`src/rtl/wm_pkg.sv`:
```
package wm_pkg;
  localparam int GROUPS       = 5;
  localparam int HEADER_WORDS = 2;
  localparam int WORD_W       = 32;
  localparam int BANK_FIELD_W = 8;

  typedef enum logic [2:0] {
    GRP_ENABLE = 3'd0,
    GRP_FALL   = 3'd1,
    GRP_RISE   = 3'd2,
    GRP_POL    = 3'd3,
    GRP_STATUS = 3'd4
  } grp_e;

  typedef struct packed {
    logic [GROUPS-1:0]       wrGroup;
    logic [GROUPS-1:0]       rdGroup;
    logic [BANK_FIELD_W-1:0] bank;
  } strobe_t;
endpackage

```
`src/rtl/wm_ctrl.sv`:
```
module wm_ctrl
  import wm_pkg::*;
#(
  parameter int BANKS  = 2,
  parameter int ADDR_W = 8
) (
  input  logic              busWe,
  input  logic [ADDR_W-1:0] busAddr,
  output strobe_t           strobes
);
  always_comb begin
    int addrI;
    int base;
    strobes = '0;
    addrI   = int'(busAddr);
    for (int g = 0; g < GROUPS; g++) begin
      base = HEADER_WORDS + g * BANKS;
      if (addrI >= base && addrI < base + BANKS) begin
        strobes.rdGroup[g] = 1'b1;
        strobes.wrGroup[g] = busWe;
        strobes.bank       = BANK_FIELD_W'(addrI - base);
      end
    end
  end
endmodule

```
`src/rtl/wm_datapath.sv`:
```
module wm_datapath
  import wm_pkg::*;
#(
  parameter int NUM_PINS = 40,
  parameter int BANKS    = 2
) (
  input  logic                clk,
  input  logic                rstN,
  input  logic [NUM_PINS-1:0] pinIn,
  input  strobe_t             strobes,
  input  logic [WORD_W-1:0]   wrData,
  output logic [WORD_W-1:0]   rdData,
  output logic                wakeIrq,
  output logic [NUM_PINS-1:0] enableVec,
  output logic [NUM_PINS-1:0] statusVec
);
  localparam int PADDED = BANKS * WORD_W;

  logic [NUM_PINS-1:0] syncA, syncB, prevB;
  logic [NUM_PINS-1:0] fallVec, riseVec, polVec;
  logic [NUM_PINS-1:0] enableNext, fallNext, riseNext, polNext, statusNext;
  logic [NUM_PINS-1:0] selBank, hit;

  for (genvar p = 0; p < NUM_PINS; p++) begin : g_pin
    localparam int BKI = p / WORD_W;
    localparam int BTI = p % WORD_W;
    logic riseSeen, fallSeen, edgeMode, levelHit;

    assign selBank[p]  = (strobes.bank == BANK_FIELD_W'(BKI));
    assign riseSeen    = syncB[p] & ~prevB[p];
    assign fallSeen    = ~syncB[p] & prevB[p];
    assign edgeMode    = riseVec[p] | fallVec[p];
    assign levelHit    = polVec[p] ? syncB[p] : ~syncB[p];
    assign hit[p]      = enableVec[p] &
                         (edgeMode ? ((riseVec[p] & riseSeen) | (fallVec[p] & fallSeen))
                                   : levelHit);

    assign enableNext[p] = (strobes.wrGroup[GRP_ENABLE] && selBank[p]) ? wrData[BTI] : enableVec[p];
    assign fallNext[p]   = (strobes.wrGroup[GRP_FALL]   && selBank[p]) ? wrData[BTI] : fallVec[p];
    assign riseNext[p]   = (strobes.wrGroup[GRP_RISE]   && selBank[p]) ? wrData[BTI] : riseVec[p];
    assign polNext[p]    = (strobes.wrGroup[GRP_POL]    && selBank[p]) ? wrData[BTI] : polVec[p];
    assign statusNext[p] = ((strobes.wrGroup[GRP_STATUS] && selBank[p])
                              ? (statusVec[p] & wrData[BTI]) : statusVec[p]) | hit[p];
  end

  always_ff @(posedge clk or negedge rstN) begin
    if (!rstN) begin
      syncA     <= '0;
      syncB     <= '0;
      prevB     <= '0;
      enableVec <= '0;
      fallVec   <= '0;
      riseVec   <= '0;
      polVec    <= '0;
      statusVec <= '0;
      wakeIrq   <= 1'b0;
    end else begin
      syncA     <= pinIn;
      syncB     <= syncA;
      prevB     <= syncB;
      enableVec <= enableNext;
      fallVec   <= fallNext;
      riseVec   <= riseNext;
      polVec    <= polNext;
      statusVec <= statusNext;
      wakeIrq   <= |(statusVec & enableVec);
    end
  end

  logic [GROUPS-1:0][PADDED-1:0] padded;
  always_comb begin
    padded = '0;
    padded[GRP_ENABLE][NUM_PINS-1:0] = enableVec;
    padded[GRP_FALL][NUM_PINS-1:0]   = fallVec;
    padded[GRP_RISE][NUM_PINS-1:0]   = riseVec;
    padded[GRP_POL][NUM_PINS-1:0]    = polVec;
    padded[GRP_STATUS][NUM_PINS-1:0] = statusVec;
  end

  always_comb begin
    int bankIdx;
    rdData  = '0;
    bankIdx = int'(strobes.bank);
    for (int g = 0; g < GROUPS; g++) begin
      if (strobes.rdGroup[g] && bankIdx < BANKS) begin
        rdData = padded[g][bankIdx*WORD_W +: WORD_W];
      end
    end
  end
endmodule

```
`src/rtl/wake_monitor.sv`:
```
module wake_monitor
  import wm_pkg::*;
#(
  parameter int NUM_PINS = 40,
  parameter int ADDR_W   = 8
) (
  input  logic                clk,
  input  logic                rstN,
  input  logic [NUM_PINS-1:0] pinIn,
  input  logic                busWe,
  input  logic [ADDR_W-1:0]   busAddr,
  input  logic [31:0]         busWdata,
  output logic [31:0]         busRdata,
  output logic                wakeIrq
);
  localparam int BANKS = (NUM_PINS + WORD_W - 1) / WORD_W;

  strobe_t             strobes;
  logic [NUM_PINS-1:0] enableVec;
  logic [NUM_PINS-1:0] statusVec;

  wm_ctrl #(.BANKS(BANKS), .ADDR_W(ADDR_W)) u_ctrl (
    .busWe   (busWe),
    .busAddr (busAddr),
    .strobes (strobes)
  );

  wm_datapath #(.NUM_PINS(NUM_PINS), .BANKS(BANKS)) u_dp (
    .clk       (clk),
    .rstN      (rstN),
    .pinIn     (pinIn),
    .strobes   (strobes),
    .wrData    (busWdata),
    .rdData    (busRdata),
    .wakeIrq   (wakeIrq),
    .enableVec (enableVec),
    .statusVec (statusVec)
  );
endmodule

```
`config.mk`:
```
export PLATFORM = sky130hd
export DESIGN_NAME = wake_monitor
export DESIGN_NICKNAME = d
export VERILOG_FILES = /design/src/rtl/wm_pkg.sv /design/src/rtl/wm_ctrl.sv /design/src/rtl/wm_datapath.sv /design/src/rtl/wake_monitor.sv
export SDC_FILE = /design/constraint.sdc
export NUM_CORES = 1
export LEC_CHECK = 0
export ABC_AREA = 1
export CELL_PAD_IN_SITES_DETAIL_PLACEMENT = 0
export CELL_PAD_IN_SITES_GLOBAL_PLACEMENT = 1
export CORE_ASPECT_RATIO = 1.75
export CORE_UTILIZATION = 30
export CTS_CLUSTER_DIAMETER = 30
export DETAILED_ROUTE_END_ITERATION = 16
export GPL_TIMING_DRIVEN = 0
export HOLD_SLACK_MARGIN = 0.05
export PLACE_DENSITY = 0.61
export SLEW_MARGIN = 20
export SYNTH_ARGS = -nofsm -noshare
export SYNTH_HDL_FRONTEND = slang
export SYNTH_SLANG_ARGS = --single-unit
export TNS_END_PERCENT = 10
```
`constraint.sdc`:
```
create_clock -name clk -period 6.5 [get_ports clk]
set_input_delay 0.65 -clock clk [delete_from_list [all_inputs] [get_ports clk]]
set_output_delay 0.65 -clock clk [all_outputs]
set_load 0.01 [all_outputs]
```
==> impl_metrics.prom, run 1 <==
# TYPE chip_impl_metric gauge
chip_impl_metric{name="drive_above_1_share",unit="%"} 11.5
chip_impl_metric{name="post-dp-hpwl",unit="mm"} 35.0
chip_impl_info{name="worst_path_max_delay_cell",value="clkdlybuf4s50_1"} 1
chip_impl_metric{name="number_of_hold_violations_in_the_final_report",unit=""} 0
chip_impl_info{name="ys_top_cells_by_count",value="nand2_1 (486), dfrtp_1 (321), o21ai_0 (263)"} 1
chip_impl_info{name="clock_root_buffer",value="clkbuf_16"} 1
chip_impl_metric{name="register_area_share_after_synthesis",unit="%"} 54.5
chip_impl_info{name="setup.worst_path.start",value="busAddr[3]"} 1
chip_impl_metric{name="placeableCoreArea",unit="sq um"} 48600
chip_impl_metric{name="gpl_wtd_cong",unit=""} 0.858
chip_impl_metric{name="worst_slew_pin_slew",unit="ps"} 836
chip_impl_metric{name="maximum_number_of_pins_on_one_net_before_global_route_repair",unit=""} 92
chip_impl_metric{name="grt_pass1_vias",unit=""} 12729
chip_impl_info{name="tritoncts",value="built"} 1
chip_impl_metric{name="clkTransAtPathRegs",unit="ps"} 60
chip_impl_metric{name="post_route_minimum_period",unit="ps"} 5850
chip_impl_metric{name="postSynth.asyncResetShare",unit="%"} 100
chip_impl_info{name="synth_top_cell_by_area",value="dfrtp_1"} 1
chip_impl_metric{name="worst-endpoint-required",unit="ps"} 5850
chip_impl_info{name="synthMostInstantiatedCell",value="nand2_1"} 1
chip_impl_metric{name="max_clock_freq",unit="GHz"} 0.171
chip_impl_metric{name="fin_skew",unit="ps"} 19.7
chip_impl_metric{name="cellInternalPower",unit="uW"} 4340
chip_impl_metric{name="cts-root-to-sink-buffers",unit=""} 3
chip_impl_metric{name="post-place-ws",unit="ps"} 606
chip_impl_metric{name="synthDominantCellAreaShare",unit="%"} 54.5
chip_impl_metric{name="antenna_left",unit=""} 0
chip_impl_metric{name="antenna_cells",unit=""} 0
chip_impl_metric{name="pwr-share-seq",unit="%"} 38.5
chip_impl_info{name="synth.top_cells.by_area",value="dfrtp_1 (55%), nand2_1 (12%), o21ai_0 (8.9%)"} 1
chip_impl_metric{name="floorplan.die_area",unit="sq um"} 50000
chip_impl_metric{name="fin_ws",unit="ps"} 650
chip_impl_metric{name="setup_violations",unit=""} 0
chip_impl_info{name="run_status",value="finished, final reports clean"} 1
chip_impl_info{name="cp-endpoint",value="busRdata[30]"} 1
chip_impl_metric{name="grt_remaining_overflow",unit=""} 0
chip_impl_metric{name="net-switching-power",unit="uW"} 1500
chip_impl_info{name="r2r_start",value="u_dp.enableVec[39]"} 1
chip_impl_info{name="grt_setup_unrepaired",value="no"} 1
chip_impl_metric{name="drcViolationCount",unit=""} 0
chip_impl_metric{name="post-route-cell-area",unit="sq um"} 18900
chip_impl_metric{name="initial_antenna_violation_count",unit=""} 0
chip_impl_metric{name="die_w",unit="um"} 169
chip_impl_metric{name="vias",unit=""} 12441
chip_impl_metric{name="synth_nets",unit=""} 1766
chip_impl_metric{name="finalWirelength",unit="mm"} 49.8
chip_impl_info{name="global_route.peak_usage_layer",value="met2"} 1
chip_impl_metric{name="setup_total_negative_slack",unit="ps"} 0
chip_impl_metric{name="drt-initial-drc-count",unit=""} 727
chip_impl_metric{name="p_leak",unit="uW"} 0.00810
chip_impl_info{name="worst_hold_path_type",value="flip-flop to flip-flop"} 1
chip_impl_metric{name="fin_crit_sh",unit="%"} 90.0
chip_impl_metric{name="cp_num_cells",unit=""} 21
chip_impl_metric{name="synth_area",unit="sq um"} 14700
chip_impl_metric{name="cellPowerDensity",unit="nW/um^2"} 309
chip_impl_metric{name="nNetsFinal",unit=""} 1946
chip_impl_info{name="critPathKind",value="input port to output pin"} 1
chip_impl_metric{name="gr-usage-met1",unit="%"} 23.5
chip_impl_metric{name="grt.met3_usage",unit="%"} 2.62
chip_impl_metric{name="path_max_fanout",unit=""} 10
chip_impl_metric{name="syn-instance-count",unit=""} 1673
chip_impl_metric{name="numClockSinks",unit=""} 321
chip_impl_info{name="end_kind",value="output pin"} 1
chip_impl_metric{name="route.detailed.wl_per_inst",unit="um"} 19.4
chip_impl_metric{name="synth.avg_cell_area",unit="sq um"} 8.80
chip_impl_metric{name="timing.max_cap.violations",unit=""} 0
chip_impl_metric{name="num_io_pins",unit=""} 116
chip_impl_metric{name="maxSlewViolCount",unit=""} 0
chip_impl_metric{name="comb_power_share",unit="%"} 6.7
chip_impl_metric{name="finish.utilization",unit="%"} 38.9
chip_impl_info{name="critical_path.top_delay_family",value="buffers and inverters"} 1
chip_impl_metric{name="syn_to_final_growth",unit="%"} 28.3
chip_impl_metric{name="power.ir.vdd_worst",unit="V"} 0.000219
chip_impl_metric{name="crit_path_max_incr_delay",unit="ps"} 740
chip_impl_metric{name="dieHeight",unit="um"} 295
chip_impl_metric{name="cts.hold.buffers_added",unit=""} 1
chip_impl_info{name="timing.rr.end",value="u_dp.wakeIrq"} 1
chip_impl_info{name="worstSetupStartpointType",value="input port"} 1
chip_impl_metric{name="synth-seq-cells",unit=""} 321
chip_impl_metric{name="yosysWarnings",unit=""} 0
chip_impl_metric{name="rrSetupSlack",unit="ps"} 4400
chip_impl_metric{name="synth_cell_type_count",unit=""} 44
chip_impl_metric{name="floorplan.initialDensity",unit="%"} 30.3
chip_impl_metric{name="post_cts_resize_count",unit=""} 0
chip_impl_metric{name="sw_frac_of_total",unit="%"} 25.6
chip_impl_metric{name="grt_pass1_wl",unit="mm"} 76.9
chip_impl_metric{name="htree_levels",unit=""} 2
chip_impl_metric{name="synth_edf_count",unit=""} 0
chip_impl_metric{name="rows",unit=""} 107
chip_impl_metric{name="postCtsSetupRepairBufs",unit=""} 0
chip_impl_metric{name="logic_depth_of_the_worst_register_to_register_path",unit=""} 7
chip_impl_info{name="critical-path-top-cell-by-count",value="inv_2"} 1
chip_impl_metric{name="place.port_buffers",unit=""} 113
chip_impl_info{name="most_used_dff_post_synth",value="dfrtp_1"} 1
chip_impl_metric{name="dpl_cell_area",unit="sq um"} 16800
chip_impl_info{name="path_cells",value="clkdlybuf4s50_1 > inv_2 > ha_1 > buf_2 > nand2_1 > inv_1 > nand3_1 > nand2_1 > nand2_2 > inv_2 > nand2_1 > nand3_1 > nand3_1 > nand2_2 > inv_2 > nand3_2 > inv_2 > clkbuf_1 > o21ai_0 > a21oi_1 > clkdlybuf4s50_1"} 1
chip_impl_metric{name="via_per_instance_ratio",unit=""} 4.86
chip_impl_metric{name="clockPowerShare",unit="%"} 54.8
chip_impl_metric{name="global_route.usage.total",unit="%"} 20.4
chip_impl_metric{name="cts_buffers",unit=""} 61
chip_impl_metric{name="worst-path-buf-inv",unit=""} 9
chip_impl_metric{name="clock_insertion_delay_worst_skew",unit="ps"} 600
chip_impl_metric{name="met2_track_usage_gr",unit="%"} 37.9
chip_impl_metric{name="cp_data_arrival_time",unit="ps"} 5200
chip_impl_metric{name="drt_first_pass_iters",unit=""} 5
chip_impl_metric{name="max_slew_margin",unit="%"} 44.1
[power groups by stage]
stage | Combinational, uW | Sequential (uW) | Clock, uW
final | 393 | 2250 | 3200
after global routing | 449 | 2260 | 3360
after CTS | 400 | 2250 | 3260
after detailed placement | 397 | 2280 | 0
after global placement | 383 | 2280 | 0
after floorplan | 221 | 2240 | 0
[metrics by stage]
stage	std cells	power, uW	hold slack, ps
after floorplan	1673	2460	331
after global placement	2440	2660	332
after detailed placement	2443	2680	335
after CTS	2559	5910	341
after global routing	2559	6070	348
final	2559	5840	339
[cells by family (layout without fill, tap and decap cells)]
| group | Yosys count | after routing | synth area share [%] |
|---|---|---|---|
| and+or+nand+nor | 661 | 661 | 19.6 |
| DFF | 321 | 321 | 54.5 |
| adders and majority gates | 10 | 10 | 0.849 |
| xor gates and xnor gates | 40 | 40 | 2.38 |
| AOI/OAI and AO/OA | 455 | 455 | 17.5 |
| buffers and inverters | 186 | 418 | 5.16 |
[layer usage]
| metal | wire length, um | up-vias |
|---|---|---|
| li1 | - | 5986 |
| met1 | 19500 | 6029 |
| met2 | 26600 | 323 |
| met3 | 1980 | 103 |
| met4 | 1660 | 0 |
| met5 | 0 | - |
[final cells by class]
cell class	instances	area, sq um
multi-input combinational	1166	5940
tap	654	818
timing repair buffer	117	1230
clock buffer	74	1680
sequential	321	8030
inverter	120	455
clock inverter	41	437
buffer	66	304
fill	4959	29700
[placed cells by master (no fill, tap or decap), types with 6 or more instances in the layout]
master / n
nor3_1: 35
inv_6: 6
buf_2: 18
inv_1: 112
clkbuf_1: 49
o22ai_1: 34
o211ai_1: 6
a21oi_2: 39
o2111ai_1: 7
a21oi_1: 69
xor2_1: 38
ha_1: 10
o21ai_1: 14
nand4_1: 16
o31ai_1: 8
a22o_1: 8
dfrtp_1: 321
clkinv_2: 12
clkbuf_16: 63
clkbuf_8: 6
clkinvlp_4: 8
nand2_2: 11
clkdlybuf4s50_1: 112
o21ai_0: 263
nand3_1: 62
nand2_1: 486
clkinv_4: 7
nor2_1: 22
[worst min-delay path by stage]
stage	cells after the start	slack (ps)	end	start
2_1_floorplan	0	330	u_dp.syncB[0]	u_dp.syncA[0]
3_3_place_gp	0	330	u_dp.syncB[7]	u_dp.syncA[7]
3_5_place_dp	0	330	u_dp.syncB[15]	u_dp.syncA[15]
4_1_cts	0	340	u_dp.syncB[8]	u_dp.syncA[8]
5_1_grt	0	350	u_dp.syncB[27]	u_dp.syncA[27]
6_report	0	340	u_dp.syncB[8]	u_dp.syncA[8]
[sequential cells by signal (all words and copies together) (netlist names)]
register / count
u_dp.enableVec: 40
u_dp.fallVec: 40
u_dp.polVec: 40
u_dp.prevB: 40
u_dp.riseVec: 40
u_dp.statusVec: 40
u_dp.syncA: 40
u_dp.syncB: 40
u_dp.wakeIrq: 1
Power figures use the tool's default switching activity.
==> run 2: changes to the inputs <==
- CORE_MARGIN: unset -> 5
- clock period: 6.5 -> 7.4 ns (I/O delays scaled with it)
==> run 2 against run 1 <==
  * Combinational power fell by 12%
  * Largest cell class unchanged
  * Largest power group unchanged
  * Final area barely moved
  * Highest routed layer unchanged
  * Via count rose by 0.46%
  * Global-route usage fell by 1.7 points
==> impl_metrics.prom, run 2 (same netlist as run 1, synthesis figures left out) <==
# TYPE chip_impl_metric gauge
chip_impl_metric{name="drive_above_1_share",unit="%"} 11.1
chip_impl_metric{name="gpl_wtd_cong",unit=""} 0.861
chip_impl_metric{name="rrSetupSlack",unit="ps"} 5280
chip_impl_metric{name="post-route-cell-area",unit="sq um"} 18900
chip_impl_metric{name="max_slew_margin",unit="%"} 39.6
chip_impl_info{name="path_cells",value="clkdlybuf4s50_1 > inv_2 > ha_1 > buf_2 > nand2_1 > inv_1 > nand3_1 > nand2_1 > nand2_2 > inv_2 > nand2_1 > nand3_1 > nand3_1 > nand2_2 > inv_2 > nand3_2 > inv_2 > clkbuf_1 > o21ai_0 > a21oi_1 > clkdlybuf4s50_1"} 1
chip_impl_metric{name="route.detailed.wl_per_inst",unit="um"} 19.7
chip_impl_metric{name="post_route_minimum_period",unit="ps"} 6010
chip_impl_metric{name="worst-path-buf-inv",unit=""} 9
chip_impl_metric{name="clkTransAtPathRegs",unit="ps"} 50
chip_impl_metric{name="drt-initial-drc-count",unit=""} 844
chip_impl_metric{name="fin_crit_sh",unit="%"} 81.3
chip_impl_info{name="grt_setup_unrepaired",value="no"} 1
chip_impl_metric{name="vias",unit=""} 12498
chip_impl_metric{name="place.port_buffers",unit=""} 113
chip_impl_info{name="critical_path.top_delay_family",value="buffers and inverters"} 1
chip_impl_metric{name="drcViolationCount",unit=""} 0
chip_impl_info{name="worst_path_max_delay_cell",value="clkdlybuf4s50_1"} 1
chip_impl_metric{name="numClockSinks",unit=""} 321
chip_impl_metric{name="p_leak",unit="uW"} 0.00810
chip_impl_metric{name="max_clock_freq",unit="GHz"} 0.166
chip_impl_metric{name="pwr-share-seq",unit="%"} 38.5
chip_impl_metric{name="worst_hold_slack",unit="ps"} 131
chip_impl_metric{name="worst-endpoint-required",unit="ps"} 6660
chip_impl_metric{name="power.ir.vdd_worst",unit="V"} 0.000185
chip_impl_metric{name="finalWirelength",unit="mm"} 50.2
chip_impl_metric{name="global_route.usage.total",unit="%"} 18.7
chip_impl_metric{name="cts-root-to-sink-buffers",unit=""} 3
chip_impl_metric{name="post-dp-hpwl",unit="mm"} 35.4
chip_impl_metric{name="net-switching-power",unit="uW"} 1240
chip_impl_metric{name="comb_power_share",unit="%"} 6.7
chip_impl_metric{name="cts.hold.buffers_added",unit=""} 0
chip_impl_metric{name="cellInternalPower",unit="uW"} 3890
chip_impl_metric{name="placeableCoreArea",unit="sq um"} 48600
chip_impl_metric{name="nNetsFinal",unit=""} 1943
chip_impl_metric{name="drt_first_pass_iters",unit=""} 5
chip_impl_metric{name="path_max_fanout",unit=""} 10
chip_impl_metric{name="sw_frac_of_total",unit="%"} 24.2
chip_impl_metric{name="die_w",unit="um"} 177
chip_impl_info{name="critPathKind",value="input port to output pin"} 1
chip_impl_metric{name="postCtsSetupRepairBufs",unit=""} 0
chip_impl_metric{name="number_of_hold_violations_in_the_final_report",unit=""} 0
chip_impl_metric{name="setup_total_negative_slack",unit="ps"} 0
chip_impl_metric{name="dpl_cell_area",unit="sq um"} 16800
chip_impl_metric{name="floorplan.die_area",unit="sq um"} 53800
chip_impl_info{name="final_cell_mix",value="nand2_1 (486), dfrtp_1 (321), o21ai_0 (263)"} 1
chip_impl_info{name="layout.cells.most_common",value="nand2_1"} 1
chip_impl_info{name="end_kind",value="output pin"} 1
chip_impl_info{name="worst_hold_path_type",value="input port to asynchronous set/reset pin"} 1
chip_impl_metric{name="rows",unit=""} 107
chip_impl_metric{name="maximum_number_of_pins_on_one_net_before_global_route_repair",unit=""} 85
chip_impl_metric{name="grt_remaining_overflow",unit=""} 0
chip_impl_metric{name="cellPowerDensity",unit="nW/um^2"} 272
chip_impl_metric{name="num_io_pins",unit=""} 116
chip_impl_metric{name="cp_data_arrival_time",unit="ps"} 5270
chip_impl_metric{name="grt_pass1_vias",unit=""} 12936
chip_impl_metric{name="syn_to_final_growth",unit="%"} 28.1
chip_impl_info{name="tritoncts",value="built"} 1
chip_impl_metric{name="via_per_instance_ratio",unit=""} 4.90
chip_impl_metric{name="post_cts_resize_count",unit=""} 0
chip_impl_metric{name="setup_violations",unit=""} 0
chip_impl_metric{name="clockPowerShare",unit="%"} 54.8
chip_impl_metric{name="crit_path_max_incr_delay",unit="ps"} 720
chip_impl_metric{name="fin_skew",unit="ps"} 20.5
chip_impl_info{name="critical-path-top-cell-by-count",value="inv_2"} 1
chip_impl_metric{name="htree_levels",unit=""} 2
chip_impl_metric{name="dieHeight",unit="um"} 303
chip_impl_metric{name="maxSlewViolCount",unit=""} 0
chip_impl_metric{name="worst_slew_pin_slew",unit="ps"} 906
chip_impl_metric{name="initial_antenna_violation_count",unit=""} 0
chip_impl_info{name="clock_root_buffer",value="clkbuf_16"} 1
chip_impl_metric{name="cts_buffers",unit=""} 59
chip_impl_metric{name="antenna_left",unit=""} 0
chip_impl_metric{name="clock_insertion_delay_worst_skew",unit="ps"} 590
chip_impl_info{name="run_status",value="finished, final reports clean"} 1
chip_impl_metric{name="timing.max_cap.violations",unit=""} 0
chip_impl_metric{name="floorplan.initialDensity",unit="%"} 30.3
chip_impl_info{name="worstSetupStartpointType",value="input port"} 1
chip_impl_metric{name="grt_pass1_wl",unit="mm"} 77.1
chip_impl_metric{name="antenna_cells",unit=""} 0
[run 2: cell count changes in the layout (fill, tap and decap cells not counted), sizes merged]
| cell | delta |
|---|---|
| bufinv | +3 |
| clkbuf | +7 |
| clkinv | -5 |
| clkinvlp | -5 |
| dlygate4sd3 | -1 |
| inv | -5 |
[run 2: final timing paths]
path,from,cells after the start,endpoint
worst max-delay path,busAddr[3],21,busRdata[30]
worst min register to register,u_dp.syncA[39],0,u_dp.syncB[39]
worst min-delay path,rstN,1,u_dp.syncA[25]
min in group clk,u_dp.syncA[39],0,u_dp.syncB[39]
max in group asynchronous,rstN,3,u_dp.statusVec[6]
worst max register to register,u_dp.enableVec[39],7,u_dp.wakeIrq
[run 2: worst register-to-register path, stage by stage (launching register included)]
cell and delay [ps]:
dfrtp_1 400, inv_1 110, o22ai_1 110, a21oi_1 260
nand3_1 120, a211oi_1 430, nand4_1 140, or4_1 420
[run 2: power groups by stage]
stage | sequential (uW) | clock (uW) | combinational, uW
after floorplan | 1970 | 0 | 194
after detailed placement | 2000 | 0 | 348
after global routing | 1990 | 2950 | 394
after CTS | 1970 | 2880 | 350
final | 1970 | 2810 | 344
after global placement | 2000 | 0 | 336
[run 2: stage by stage]
stage	setup slack, ps	util, %	total power [uW]	instances
3_5_place_dp	1330	34.5	2350	2443
5_1_grt	1020	38.8	5340	2553
3_3_place_gp	-9020	34.3	2340	2440
6_report	1390	38.8	5130	2553
4_1_cts	1320	38.8	5200	2553
2_1_floorplan	3470	-	2160	1673
[run 2: metal layers]
layer	vias up	GRT usage [%]	wire length, um	part of all wire (%)
met5	-	0	0	0
met4	0	8.61	2410	4.8
met3	126	2.66	2090	4.2
met2	340	34.4	26200	52
met1	6051	21.3	19400	39
li1	5981	-	-	-
[run 2: area by class of cell]
type | instances | area (sq um)
fill | 4914 | 29700
buffer | 66 | 304
clock buffer | 81 | 1690
clock inverter | 29 | 419
multi-input combinational | 1166 | 5940
inverter | 120 | 455
timing repair buffer | 116 | 1220
sequential | 321 | 8030
tap | 654 | 818
==> run 3: changes to the inputs <==
- clock period: 7.4 -> 5.76 ns (I/O delays scaled with it)
==> run 3 against run 2 <==
  * Final cell count is essentially flat
  * Combinational power up 28%
  * Die area stayed put
  * Non-clock buffer count increased by 1
  * Largest power group unchanged
  * Critical path type unchanged
  * Highest routed layer unchanged
  * Critical endpoint is now busRdata[7]
==> impl_metrics.prom, run 3 (same netlist as run 1, synthesis figures left out) <==
# TYPE chip_impl_metric gauge
chip_impl_metric{name="dieHeight",unit="um"} 303
chip_impl_metric{name="route.detailed.wl_per_inst",unit="um"} 19.7
chip_impl_metric{name="worst-endpoint-required",unit="ps"} 5180
chip_impl_metric{name="drt_first_pass_iters",unit=""} 5
chip_impl_metric{name="clock_insertion_delay_worst_skew",unit="ps"} 600
chip_impl_info{name="critPathKind",value="input port to output pin"} 1
chip_impl_metric{name="drive_above_1_share",unit="%"} 11.3
chip_impl_metric{name="cp_data_arrival_time",unit="ps"} 4950
chip_impl_metric{name="power.ir.vdd_worst",unit="V"} 0.000238
chip_impl_info{name="timing.rr.end",value="u_dp.wakeIrq"} 1
chip_impl_info{name="layout.cells.most_common",value="nand2_1"} 1
chip_impl_metric{name="via_per_instance_ratio",unit=""} 4.88
chip_impl_metric{name="rrSetupSlack",unit="ps"} 3630
chip_impl_info{name="run_status",value="finished, final reports clean"} 1
chip_impl_metric{name="syn_to_final_growth",unit="%"} 28.3
chip_impl_info{name="critical_path.top_delay_family",value="simple AND/OR/NAND/NOR gates"} 1
chip_impl_metric{name="num_io_pins",unit=""} 116
chip_impl_metric{name="setup_violations",unit=""} 0
chip_impl_metric{name="rows",unit=""} 107
chip_impl_metric{name="drt-initial-drc-count",unit=""} 869
chip_impl_info{name="timing.hold.worst.start",value="u_dp.syncA[39]"} 1
chip_impl_info{name="final_cell_mix",value="nand2_1 (486), dfrtp_1 (321), o21ai_0 (263)"} 1
chip_impl_info{name="critical-path-top-cell-by-count",value="nand2_1"} 1
chip_impl_info{name="end_kind",value="output pin"} 1
chip_impl_metric{name="antenna_cells",unit=""} 0
chip_impl_metric{name="worst_slew_pin_slew",unit="ps"} 833
chip_impl_metric{name="post-route-cell-area",unit="sq um"} 18900
chip_impl_metric{name="gpl_wtd_cong",unit=""} 0.861
chip_impl_metric{name="cts_buffers",unit=""} 59
chip_impl_metric{name="post-layout-total-power",unit="uW"} 6590
chip_impl_metric{name="max_slew_margin",unit="%"} 44.5
chip_impl_metric{name="htree_levels",unit=""} 2
chip_impl_metric{name="p_leak",unit="uW"} 0.00812
chip_impl_metric{name="grt_pass1_vias",unit=""} 12938
chip_impl_metric{name="post_route_minimum_period",unit="ps"} 5530
chip_impl_metric{name="place.port_buffers",unit=""} 113
chip_impl_metric{name="timing.max_cap.violations",unit=""} 0
chip_impl_metric{name="finalWirelength",unit="mm"} 50.2
chip_impl_metric{name="crit_path_max_incr_delay",unit="ps"} 630
chip_impl_metric{name="hold-path-cell-count",unit=""} 0
chip_impl_metric{name="clkTransAtPathRegs",unit="ps"} 60
chip_impl_metric{name="drcViolationCount",unit=""} 0
chip_impl_metric{name="initial_antenna_violation_count",unit=""} 0
chip_impl_metric{name="global_route.usage.total",unit="%"} 18.7
chip_impl_info{name="r2r_start",value="u_dp.enableVec[39]"} 1
chip_impl_metric{name="post-dp-hpwl",unit="mm"} 35.4
chip_impl_info{name="path_cells",value="clkdlybuf4s50_1 > inv_1 > ha_1 > nor3b_1 > o21ai_2 > nand2_1 > nand2_1 > nand2_1 > nand2_4 > nand3_4 > nor2_8 > nand2_8 > nor2_1 > inv_1 > nand3_1 > o21ai_1 > clkdlybuf4s50_1"} 1
chip_impl_metric{name="antenna_left",unit=""} 0
chip_impl_metric{name="cellPowerDensity",unit="nW/um^2"} 349
chip_impl_info{name="worstHoldEndpoint",value="u_dp.syncB[39]"} 1
chip_impl_metric{name="maximum_number_of_pins_on_one_net_before_global_route_repair",unit=""} 85
chip_impl_metric{name="fin_crit_sh",unit="%"} 96.0
chip_impl_metric{name="fin_skew",unit="ps"} 21.6
chip_impl_metric{name="die_w",unit="um"} 177
chip_impl_metric{name="grt_pass1_wl",unit="mm"} 77.1
chip_impl_metric{name="placeableCoreArea",unit="sq um"} 48600
chip_impl_metric{name="maxSlewViolCount",unit=""} 0
chip_impl_info{name="tritoncts",value="built"} 1
chip_impl_metric{name="max_clock_freq",unit="GHz"} 0.181
chip_impl_metric{name="number_of_hold_violations_in_the_final_report",unit=""} 0
chip_impl_info{name="worstSetupStartpointType",value="input port"} 1
chip_impl_metric{name="floorplan.die_area",unit="sq um"} 53800
chip_impl_info{name="clock_root_buffer",value="clkbuf_16"} 1
chip_impl_metric{name="floorplan.initialDensity",unit="%"} 30.3
chip_impl_metric{name="cts-root-to-sink-buffers",unit=""} 3
chip_impl_metric{name="path_max_fanout",unit=""} 10
chip_impl_info{name="worst_path_max_delay_cell",value="nor2_1"} 1
chip_impl_metric{name="num-fill-cells",unit=""} 4914
chip_impl_metric{name="worst-path-buf-inv",unit=""} 4
chip_impl_metric{name="numClockSinks",unit=""} 321
chip_impl_metric{name="nNetsFinal",unit=""} 1944
chip_impl_metric{name="dpl_cell_area",unit="sq um"} 16800
chip_impl_metric{name="grt_remaining_overflow",unit=""} 0
chip_impl_metric{name="vias",unit=""} 12452
chip_impl_metric{name="logic_depth_of_the_worst_register_to_register_path",unit=""} 7
chip_impl_info{name="grt_setup_unrepaired",value="no"} 1
chip_impl_info{name="worst_hold_path_type",value="flip-flop to flip-flop"} 1
## run 3: changes by cell type in the layout (fill, tap and decap cells not counted), sizes merged
cell and delta:
dlygate4sd3 +1, clkdlybuf4s50 -1, dlymetal6s2s +1
## run 3: cell type report
cell class | instances | area (sq um) | area share (%)
flip-flops and latches | 321 | 8030 | 42.5
multi-input cells | 1166 | 5940 | 31.4
clock buffers | 81 | 1690 | 8.94
repair buffers | 117 | 1230 | 6.52
well taps | 654 | 818 | 4.33
inverters | 120 | 455 | 2.41
clock inverters | 29 | 419 | 2.22
plain buffers | 66 | 308 | 1.63
## run 3: worst max-delay path by stage
stage	cells after the start	slack, ps	startpoint	end
2_1_floorplan	22	2160	busAddr[4]	busRdata[31]
3_3_place_gp	1	-10500	rstN	u_dp.prevB[39]
3_5_place_dp	21	20	busAddr[3]	busRdata[30]
4_1_cts	19	10	busAddr[3]	busRdata[30]
5_1_grt	17	20	busAddr[2]	busRdata[7]
6_report	17	230	busAddr[2]	busRdata[7]
## run 3: power by group
group	internal [uW]	total (uW)	switching, uW
clock network	2410	3610	1210
registers	2400	2540	137
logic	189	442	253
total	4990	6590	1600
## run 3: worst reg2reg max path, cell delays in order (launching register included)
cell and delay, ps:
dfrtp_1 400, inv_1 110, o22ai_1 100, a21oi_1 260
nand3_1 120, a211oi_1 440, nand4_1 140, or4_1 420
## run 3: metal layers
layer  track usage, %  share of wire, %
met1             21.3                39
met2             34.4                52
met3             2.66               3.8
met4             8.61               4.9
met5                0                 0
## run 3: through the flow
step / util [%] / TNS [ps] / worst slack [ps] / hold WS, ps / cells
2_1_floorplan: - / 0 / 2160 / 280 / 1673
6_report: 38.9 / 0 / 230 / 338 / 2554
3_5_place_dp: 34.5 / 0 / 16.6 / 335 / 2443
4_1_cts: 38.9 / 0 / 11.2 / 340 / 2554
3_3_place_gp: 34.3 / -3346890 / -10500 / 332 / 2440
5_1_grt: 38.9 / 0 / 15.3 / 349 / 2554
## run 3: what timing repair did
| action | CTS | global route |
|---|---|---|
| setup endpoints to repair | 0 | 27 |
| hold buffers | 1 | 0 |
| hold endpoints to repair | 76 | 0 |
| setup buffers | 0 | 0 |
| gates resized for setup | 0 | 7 |
